===== config.mk =====
export PLATFORM = sky130hd
export DESIGN_NAME = cal_seq_ctrl
export DESIGN_NICKNAME = d
export VERILOG_FILES = /design/src/rtl/cal_seq_pkg.sv /design/src/rtl/cal_sync.sv /design/src/rtl/cal_req_qual.sv /design/src/rtl/cal_pon_timer.sv /design/src/rtl/cal_run_timer.sv /design/src/rtl/cal_guard.sv /design/src/rtl/cal_seq_ctrl.sv
export SDC_FILE = /design/constraint.sdc
export NUM_CORES = 1
export LEC_CHECK = 0
export BUFFER_PORTS_ARGS = -buffer_cell sky130_fd_sc_hd__buf_2
export CORE_ASPECT_RATIO = 0.8
export CORE_MARGIN = 2
export CORE_UTILIZATION = 45
export CTS_CLUSTER_SIZE = 40
export DETAILED_ROUTE_END_ITERATION = 10
export GPL_TIMING_DRIVEN = 0
export RECOVER_POWER = 25
export SLEW_MARGIN = 20
export SYNTH_ARGS = -nofsm -noshare
export SYNTH_HDL_FRONTEND = slang
export SYNTH_HIERARCHICAL = 1
export SYNTH_SLANG_ARGS = --single-unit

===== constraint.sdc =====
create_clock -name clk_i -period 2.8 [get_ports clk_i]
set_input_delay 0.28 -clock clk_i [delete_from_list [all_inputs] [get_ports clk_i]]
set_output_delay 0.28 -clock clk_i [all_outputs]
set_load 0.01 [all_outputs]

===== src/rtl/cal_seq_pkg.sv =====
package cal_seq_pkg;
  typedef enum logic [0:0] {
    ST_IDLE = 1'b0,
    ST_BUSY = 1'b1
  } cal_st_e;

  function automatic int max_i(input int a, input int b);
    return (a > b) ? a : b;
  endfunction

  function automatic int min_i(input int a, input int b);
    return (a < b) ? a : b;
  endfunction
endpackage


===== src/rtl/cal_sync.sv =====
module cal_sync #(
  parameter int STAGES = 2
) (
  input  logic clk_i,
  input  logic rst_ni,
  input  logic d_i,
  output logic q_o
);
  logic [STAGES-1:0] stg_q;

  for (genvar g = 0; g < STAGES; g++) begin : g_stg
    always_ff @(posedge clk_i or negedge rst_ni) begin
      if (!rst_ni) stg_q[g] <= 1'b0;
      else if (g == 0) stg_q[g] <= d_i;
      else stg_q[g] <= stg_q[(g == 0) ? 0 : g-1];
    end
  end

  assign q_o = stg_q[STAGES-1];
endmodule


===== src/rtl/cal_req_qual.sv =====
module cal_req_qual #(
  parameter int TCAL_L = 32,
  parameter int TCAL_H = 32
) (
  input  logic clk_i,
  input  logic rst_ni,
  input  logic req_i,
  output logic start_o
);
  localparam int LW = $clog2(TCAL_L + 1);
  localparam int HW = $clog2(TCAL_H + 1);
  localparam logic [LW-1:0] L_MAX = LW'(TCAL_L);
  localparam logic [LW-1:0] L_PRE = LW'(TCAL_L - 1);
  localparam logic [HW-1:0] H_LAST = HW'(TCAL_H - 1);

  logic [LW-1:0] lo_cnt_q;
  logic [HW-1:0] hi_cnt_q;
  logic          lo_ok_q;

  assign start_o = req_i & lo_ok_q & (hi_cnt_q == H_LAST);

  always_ff @(posedge clk_i or negedge rst_ni) begin
    if (!rst_ni) begin
      lo_cnt_q <= '0;
      hi_cnt_q <= '0;
      lo_ok_q  <= 1'b0;
    end else if (!req_i) begin
      hi_cnt_q <= '0;
      if (lo_cnt_q != L_MAX) lo_cnt_q <= lo_cnt_q + 1'b1;
      // qualified once this low sample brings the run to TCAL_L
      lo_ok_q  <= (lo_cnt_q >= L_PRE);
    end else begin
      lo_cnt_q <= '0;
      if (start_o) begin
        lo_ok_q  <= 1'b0;
        hi_cnt_q <= '0;
      end else if (lo_ok_q) begin
        hi_cnt_q <= hi_cnt_q + 1'b1;
      end
    end
  end
endmodule


===== src/rtl/cal_pon_timer.sv =====
module cal_pon_timer #(
  parameter int PON_SHORT = 256,
  parameter int PON_LONG  = 1024
) (
  input  logic clk_i,
  input  logic rst_ni,
  input  logic dly_sel_i,
  output logic fire_o
);
  localparam int DMAX = cal_seq_pkg::max_i(PON_SHORT, PON_LONG);
  localparam int DW   = $clog2(DMAX + 1);

  logic [DW-1:0] cnt_q;
  logic [DW-1:0] lim;
  logic          done_q;

  assign lim    = dly_sel_i ? DW'(PON_LONG - 1) : DW'(PON_SHORT - 1);
  assign fire_o = !done_q && (cnt_q >= lim);

  always_ff @(posedge clk_i or negedge rst_ni) begin
    if (!rst_ni) begin
      cnt_q  <= '0;
      done_q <= 1'b0;
    end else if (!done_q) begin
      cnt_q <= cnt_q + 1'b1;
      if (fire_o) done_q <= 1'b1;
    end
  end
endmodule


===== src/rtl/cal_run_timer.sv =====
module cal_run_timer
  import cal_seq_pkg::*;
#(
  parameter int CAL_CYCLES = 512
) (
  input  logic clk_i,
  input  logic rst_ni,
  input  logic start_i,
  output logic acc_o,
  output logic busy_o
);
  localparam int CW = $clog2(CAL_CYCLES + 1);
  localparam logic [CW-1:0] C_LAST = CW'(CAL_CYCLES - 1);

  cal_st_e       st_q;
  logic [CW-1:0] cnt_q;

  assign acc_o  = start_i && (st_q == ST_IDLE);
  assign busy_o = (st_q == ST_BUSY);

  always_ff @(posedge clk_i or negedge rst_ni) begin
    if (!rst_ni) begin
      st_q  <= ST_IDLE;
      cnt_q <= '0;
    end else begin
      case (st_q)
        ST_IDLE: if (start_i) begin
          st_q  <= ST_BUSY;
          cnt_q <= '0;
        end
        ST_BUSY: if (cnt_q == C_LAST) begin
          st_q  <= ST_IDLE;
          cnt_q <= '0;
        end else begin
          cnt_q <= cnt_q + 1'b1;
        end
        default: st_q <= ST_IDLE;
      endcase
    end
  end
endmodule


===== src/rtl/cal_guard.sv =====
module cal_guard #(
  parameter int NUM_CFG = 7
) (
  input  logic               clk_i,
  input  logic               rst_ni,
  input  logic [NUM_CFG-1:0] cfg_i,
  input  logic               pwrdn_i,
  input  logic               req_s_i,
  input  logic               busy_i,
  input  logic               clr_i,
  output logic               fault_o
);
  logic [NUM_CFG-1:0] cfg_q;
  logic [NUM_CFG-1:0] chg;
  logic               pd_q;
  logic               rq_q;
  logic               ev;
  logic               fault_q;

  for (genvar g = 0; g < NUM_CFG; g++) begin : g_chg
    assign chg[g] = cfg_i[g] ^ cfg_q[g];
  end

  assign ev = (|chg) | (pwrdn_i & ~pd_q) | (req_s_i & ~rq_q);

  always_ff @(posedge clk_i or negedge rst_ni) begin
    if (!rst_ni) begin
      cfg_q   <= '0;
      pd_q    <= 1'b0;
      rq_q    <= 1'b0;
      fault_q <= 1'b0;
    end else begin
      cfg_q <= cfg_i;
      pd_q  <= pwrdn_i;
      rq_q  <= req_s_i;
      if (clr_i) fault_q <= 1'b0;
      else if (busy_i && ev) fault_q <= 1'b1;
    end
  end

  assign fault_o = fault_q;
endmodule


===== src/rtl/cal_seq_ctrl.sv =====
module cal_seq_ctrl #(
  parameter int TCAL_L      = 32,
  parameter int TCAL_H      = 32,
  parameter int PON_SHORT   = 256,
  parameter int PON_LONG    = 1024,
  parameter int CAL_CYCLES  = 512,
  parameter int NUM_CFG     = 7,
  parameter int SYNC_STAGES = 2
) (
  input  logic               clk_i,
  input  logic               rst_ni,
  input  logic               cal_req_i,
  input  logic               dly_sel_i,
  input  logic [NUM_CFG-1:0] cfg_i,
  input  logic               pwrdn_i,
  output logic               busy_o,
  output logic               fault_o
);
  logic req_s;
  logic cmd_start;
  logic pon_fire;
  logic start;
  logic acc;

  cal_sync #(.STAGES(SYNC_STAGES)) u_sync (
    .clk_i (clk_i),
    .rst_ni(rst_ni),
    .d_i   (cal_req_i),
    .q_o   (req_s)
  );

  cal_req_qual #(.TCAL_L(TCAL_L), .TCAL_H(TCAL_H)) u_qual (
    .clk_i  (clk_i),
    .rst_ni (rst_ni),
    .req_i  (req_s),
    .start_o(cmd_start)
  );

  cal_pon_timer #(.PON_SHORT(PON_SHORT), .PON_LONG(PON_LONG)) u_pon (
    .clk_i    (clk_i),
    .rst_ni   (rst_ni),
    .dly_sel_i(dly_sel_i),
    .fire_o   (pon_fire)
  );

  // a request high at delay expiry suppresses the automatic run
  assign start = cmd_start | (pon_fire & ~req_s);

  cal_run_timer #(.CAL_CYCLES(CAL_CYCLES)) u_run (
    .clk_i  (clk_i),
    .rst_ni (rst_ni),
    .start_i(start),
    .acc_o  (acc),
    .busy_o (busy_o)
  );

  cal_guard #(.NUM_CFG(NUM_CFG)) u_guard (
    .clk_i  (clk_i),
    .rst_ni (rst_ni),
    .cfg_i  (cfg_i),
    .pwrdn_i(pwrdn_i),
    .req_s_i(req_s),
    .busy_i (busy_o),
    .clr_i  (acc),
    .fault_o(fault_o)
  );
endmodule


==> results.sh <==
export IMPL_ys_flop_type="dfrtp_1"
export IMPL_tns_ns=0
export IMPL_initial_util=0.462
export IMPL_cts_buffers=5
export IMPL_finalWeightedCongestion=0.773
export IMPL_maxClockFrequency_mhz=441
export IMPL_cts_reportedPaths_clkPinSlew_ns=0.09
export IMPL_seq_area_frac_synth=0.525
export IMPL_critical_path_endpoint_type="flip-flop"
export IMPL_final_max_slew_viol_count=0
export IMPL_finalCritPeriodShare=0.810
export IMPL_maxSlewHeadroom=0.219
export IMPL_post_route_util=0.517
export IMPL_synthDistinctLibCells=51
export IMPL_avgRoutedWirePerCell_um=13.0
export IMPL_post_cts_resize_count=0
export IMPL_numClockSinks=48
export IMPL_critical_path_class="reg -> reg"
export IMPL_drt_vias_per_instance=5.29
export IMPL_crit_arrival_ns=2.46
export IMPL_synth_area_per_cell_sq_um=11.1
export IMPL_postRouteWirelength_um=3760
export IMPL_crit_path_start_kind="flip-flop"
export IMPL_layout_filler_cells=451
export IMPL_timing_final_setup_violations=0
export IMPL_ctsHoldBuffers=0
export IMPL_detail_route_drc_violations=0
export IMPL_n_antenna_cell=0
export IMPL_cts_root_buf="clkbuf_8"
export IMPL_peakVddDrop_mv=0.250
export IMPL_placement_io_buffers=13
export IMPL_crit_path_max_incr_delay_ns=0.49
export IMPL_power_static_leakage_uw=0.00109
export IMPL_synth_cell_area_sq_mm=0.00229
export IMPL_pre_cts_slack_ns=0.537
export IMPL_outcome="complete, no violations"
export IMPL_grt_setup_unrepaired="no"
export IMPL_ant_nets=0
export IMPL_cts_max_path_buffers=2
export IMPL_top_level_ports=14
export IMPL_final_setup_worst_slack_ns=0.533
export IMPL_crit_path_leading_delay_family="simple AND/OR/NAND/NOR gates"
export IMPL_crit_slowest_cell="or4_4"
export IMPL_worstSkewPairLatency_ns=0.30
export IMPL_powerDensity_mw_per_mm2=530
export IMPL_crit_buf_inv=0
export IMPL_synthesis_instances=206
export IMPL_final_hold_vio_count=0
export IMPL_detail_route_iter0_violations=79
export IMPL_number_of_global_route_vias_before_repair=1485
export IMPL_crit_fanout=9
export IMPL_final_nets=245
export IMPL_synth_seq_cells=48
export IMPL_cts_tree="built"
export IMPL_area_sequential_sq_mm=0.00120
export IMPL_num_vias=1529
export IMPL_grt_overflow_total=0
export IMPL_max_cap_violations=0
export IMPL_post_cts_repair_setup_buffers=0
export IMPL_std_cell_rows=23
export IMPL_synth_edf_count=0
export IMPL_crit_path_cell_trace="ha_1 > nand4b_1 > or4_4 > a21oi_1 > a21o_1 > nor2_1 > a21o_1 > a22o_1"
export IMPL_path_common_cell="a21o_1"
export IMPL_grt_max_degree=49
export IMPL_core_area_sq_mm=0.00495
export IMPL_worst_slew_pin_slew_ns=1.17
export IMPL_global_route_usage_total=0.150
export IMPL_grt_pass1_wl_um=6780
export IMPL_synthesis_yosys_warnings=6
export IMPL_area_growth_pct=11.8
export IMPL_dpl_hpwl_um=2560
export IMPL_synthArstFlopShare=1.00
export IMPL_worst_clock_skew_ns=0.00929
export IMPL_post_route_cells_drive_above_1_share=0.119
export IMPL_fp_dieW_um=83.7
export IMPL_number_of_antenna_violations_at_the_first_check_in_global_routing=0
export IMPL_ctsHtreeMaxLevel=2
export IMPL_hold_path_class="in -> reg"
export IMPL_cp_data_required_time_ns=2.99
export IMPL_finalCriticalPeriod_ns=2.27
export IMPL_multi_input_area_sq_mm=0.00102
export IMPL_fp_dieArea_sq_mm=0.00567
export IMPL_nets_in_the_synthesized_netlist=225
export IMPL_number_of_iterations_in_the_first_detailed_routing_pass=4
export IMPL_die_y_um=67.8
## metal layers
metal | vias up | GRT usage | wire, um
li1 | 780 | - | -
met5 | - | 0 | 0
met1 | 715 | 0.225 | 2110
met2 | 29 | 0.214 | 1460
met4 | 0 | 0.0484 | 34
met3 | 5 | 0.0367 | 148
## placed cells by master (no fill, tap or decap), types with 2 or more instances in the layout
cell type  instances
inv_1             11
ha_1               7
nand2b_1           5
nand4_2            2
nand2_1           12
o21ai_0           10
a21oi_1            5
clkbuf_1          10
nand3b_1           3
a22o_1             2
nand4b_1           2
mux2i_1            2
nand3_1            9
mux2_2             2
xnor2_1           15
nor2b_1            2
nor2_1            12
clkbuf_8           5
a21o_1             2
o31ai_1            2
dfrtp_1           48
o41ai_1            2
nor4_1             2
and4_2             2
xor2_1             7
nand4_1            6
o22ai_1            5
buf_2              4
a41oi_1            2
bufinv_16          2
and2_1             2
## through the flow
step | hold WS (ns) | power (uW) | instances | instance area [sq um]
after floorplan | -0.0156 | 749 | 206 | 2290
after global placement | 0.350 | 779 | 281 | 2430
after detailed placement | 0.346 | 780 | 281 | 2430
after CTS | 0.0712 | 1390 | 289 | 2570
after global routing | 0.0664 | 1420 | 289 | 2560
final | 0.0832 | 1360 | 289 | 2560
## state kept, by name, summed over array words and instances, names as in the netlist, 6 cells and up
| name | cells |
|---|---|
| u_guard/cfg_q | 7 |
| u_pon/cnt_q | 11 |
| u_qual/hi_cnt_q | 6 |
| u_qual/lo_cnt_q | 6 |
| u_run/cnt_q | 10 |
## logic make-up (layout without fill, tap and decap cells)
logic type               Yosys count  count (layout)  synth area share
AO/OA/AOI/OAI                     38              38             0.112
buffers and inverters             15              36            0.0295
XOR/XNOR                          22              22            0.0842
AND/OR/NAND/NOR                   72              72             0.192
flip-flops                        48              48             0.525
multiplexers                       4               4            0.0186
adder cells (fa/ha/maj)            7               7            0.0383
## worst paths after layout
check                                                 from                        endpoint  slack, ns  cells after the start
max in group asynchronous                           rst_ni  u_qual/hi_cnt_q[2]$_DFFE_PN0P_       1.87                      1
worst max-delay path            u_pon/cnt_q[9]$_DFFE_PN0N_      u_run/cnt_q[3]$_DFFE_PN0P_       0.53                      8
worst min-delay path                             cal_req_i       u_sync/stg_q[0]$_DFF_PN0_       0.08                      1
worst max register to register  u_pon/cnt_q[9]$_DFFE_PN0N_      u_run/cnt_q[3]$_DFFE_PN0P_       0.53                      8
min in group asynchronous                           rst_ni      u_pon/cnt_q[4]$_DFFE_PN0N_       0.20                      1
worst min register to register   u_sync/stg_q[0]$_DFF_PN0_            u_sync/q_o$_DFF_PN0_       0.36                      0
## where the power goes
| part | switching, uW | internal, uW |
|---|---|---|
| sequential | 8.94 | 704 |
| clock | 235 | 359 |
| combinational | 30.5 | 18.4 |
| total | 275 | 1080 |
## synth_stat cells, types with 2 or more instances
library cell / instances / area (sq um)
dfrtp_1: 48 / 1200
xnor2_1: 15 / 131
nand2_1: 12 / 45.0
nor2_1: 12 / 45.0
inv_1: 11 / 41.3
o21ai_0: 10 / 50.1
nand3_1: 9 / 45.0
ha_1: 7 / 87.6
xor2_1: 7 / 61.3
nand4_1: 6 / 37.5
a21oi_1: 5 / 25.0
nand2b_1: 5 / 31.3
o22ai_1: 5 / 31.3
nand3b_1: 3 / 22.5
a21o_1: 2 / 15.0
a22o_1: 2 / 17.5
a41oi_1: 2 / 17.5
and2_1: 2 / 12.5
and4_2: 2 / 20.0
clkbuf_1: 2 / 7.51
mux2_2: 2 / 22.5
mux2i_1: 2 / 20.0
nand4_2: 2 / 25.0
nand4b_1: 2 / 17.5
nor2b_1: 2 / 12.5
nor4_1: 2 / 12.5
o31ai_1: 2 / 15.0
o41ai_1: 2 / 17.5
## cell type report
type                    count  area share
plain buffers               4      0.0103
flip-flops and latches     48       0.470
clock buffers               5      0.0269
clock inverters             3      0.0269
inverters                  11      0.0161
multi-input cells         143       0.398
repair buffers             13      0.0215
well taps                  62      0.0303
Power figures use the tool's default switching activity.
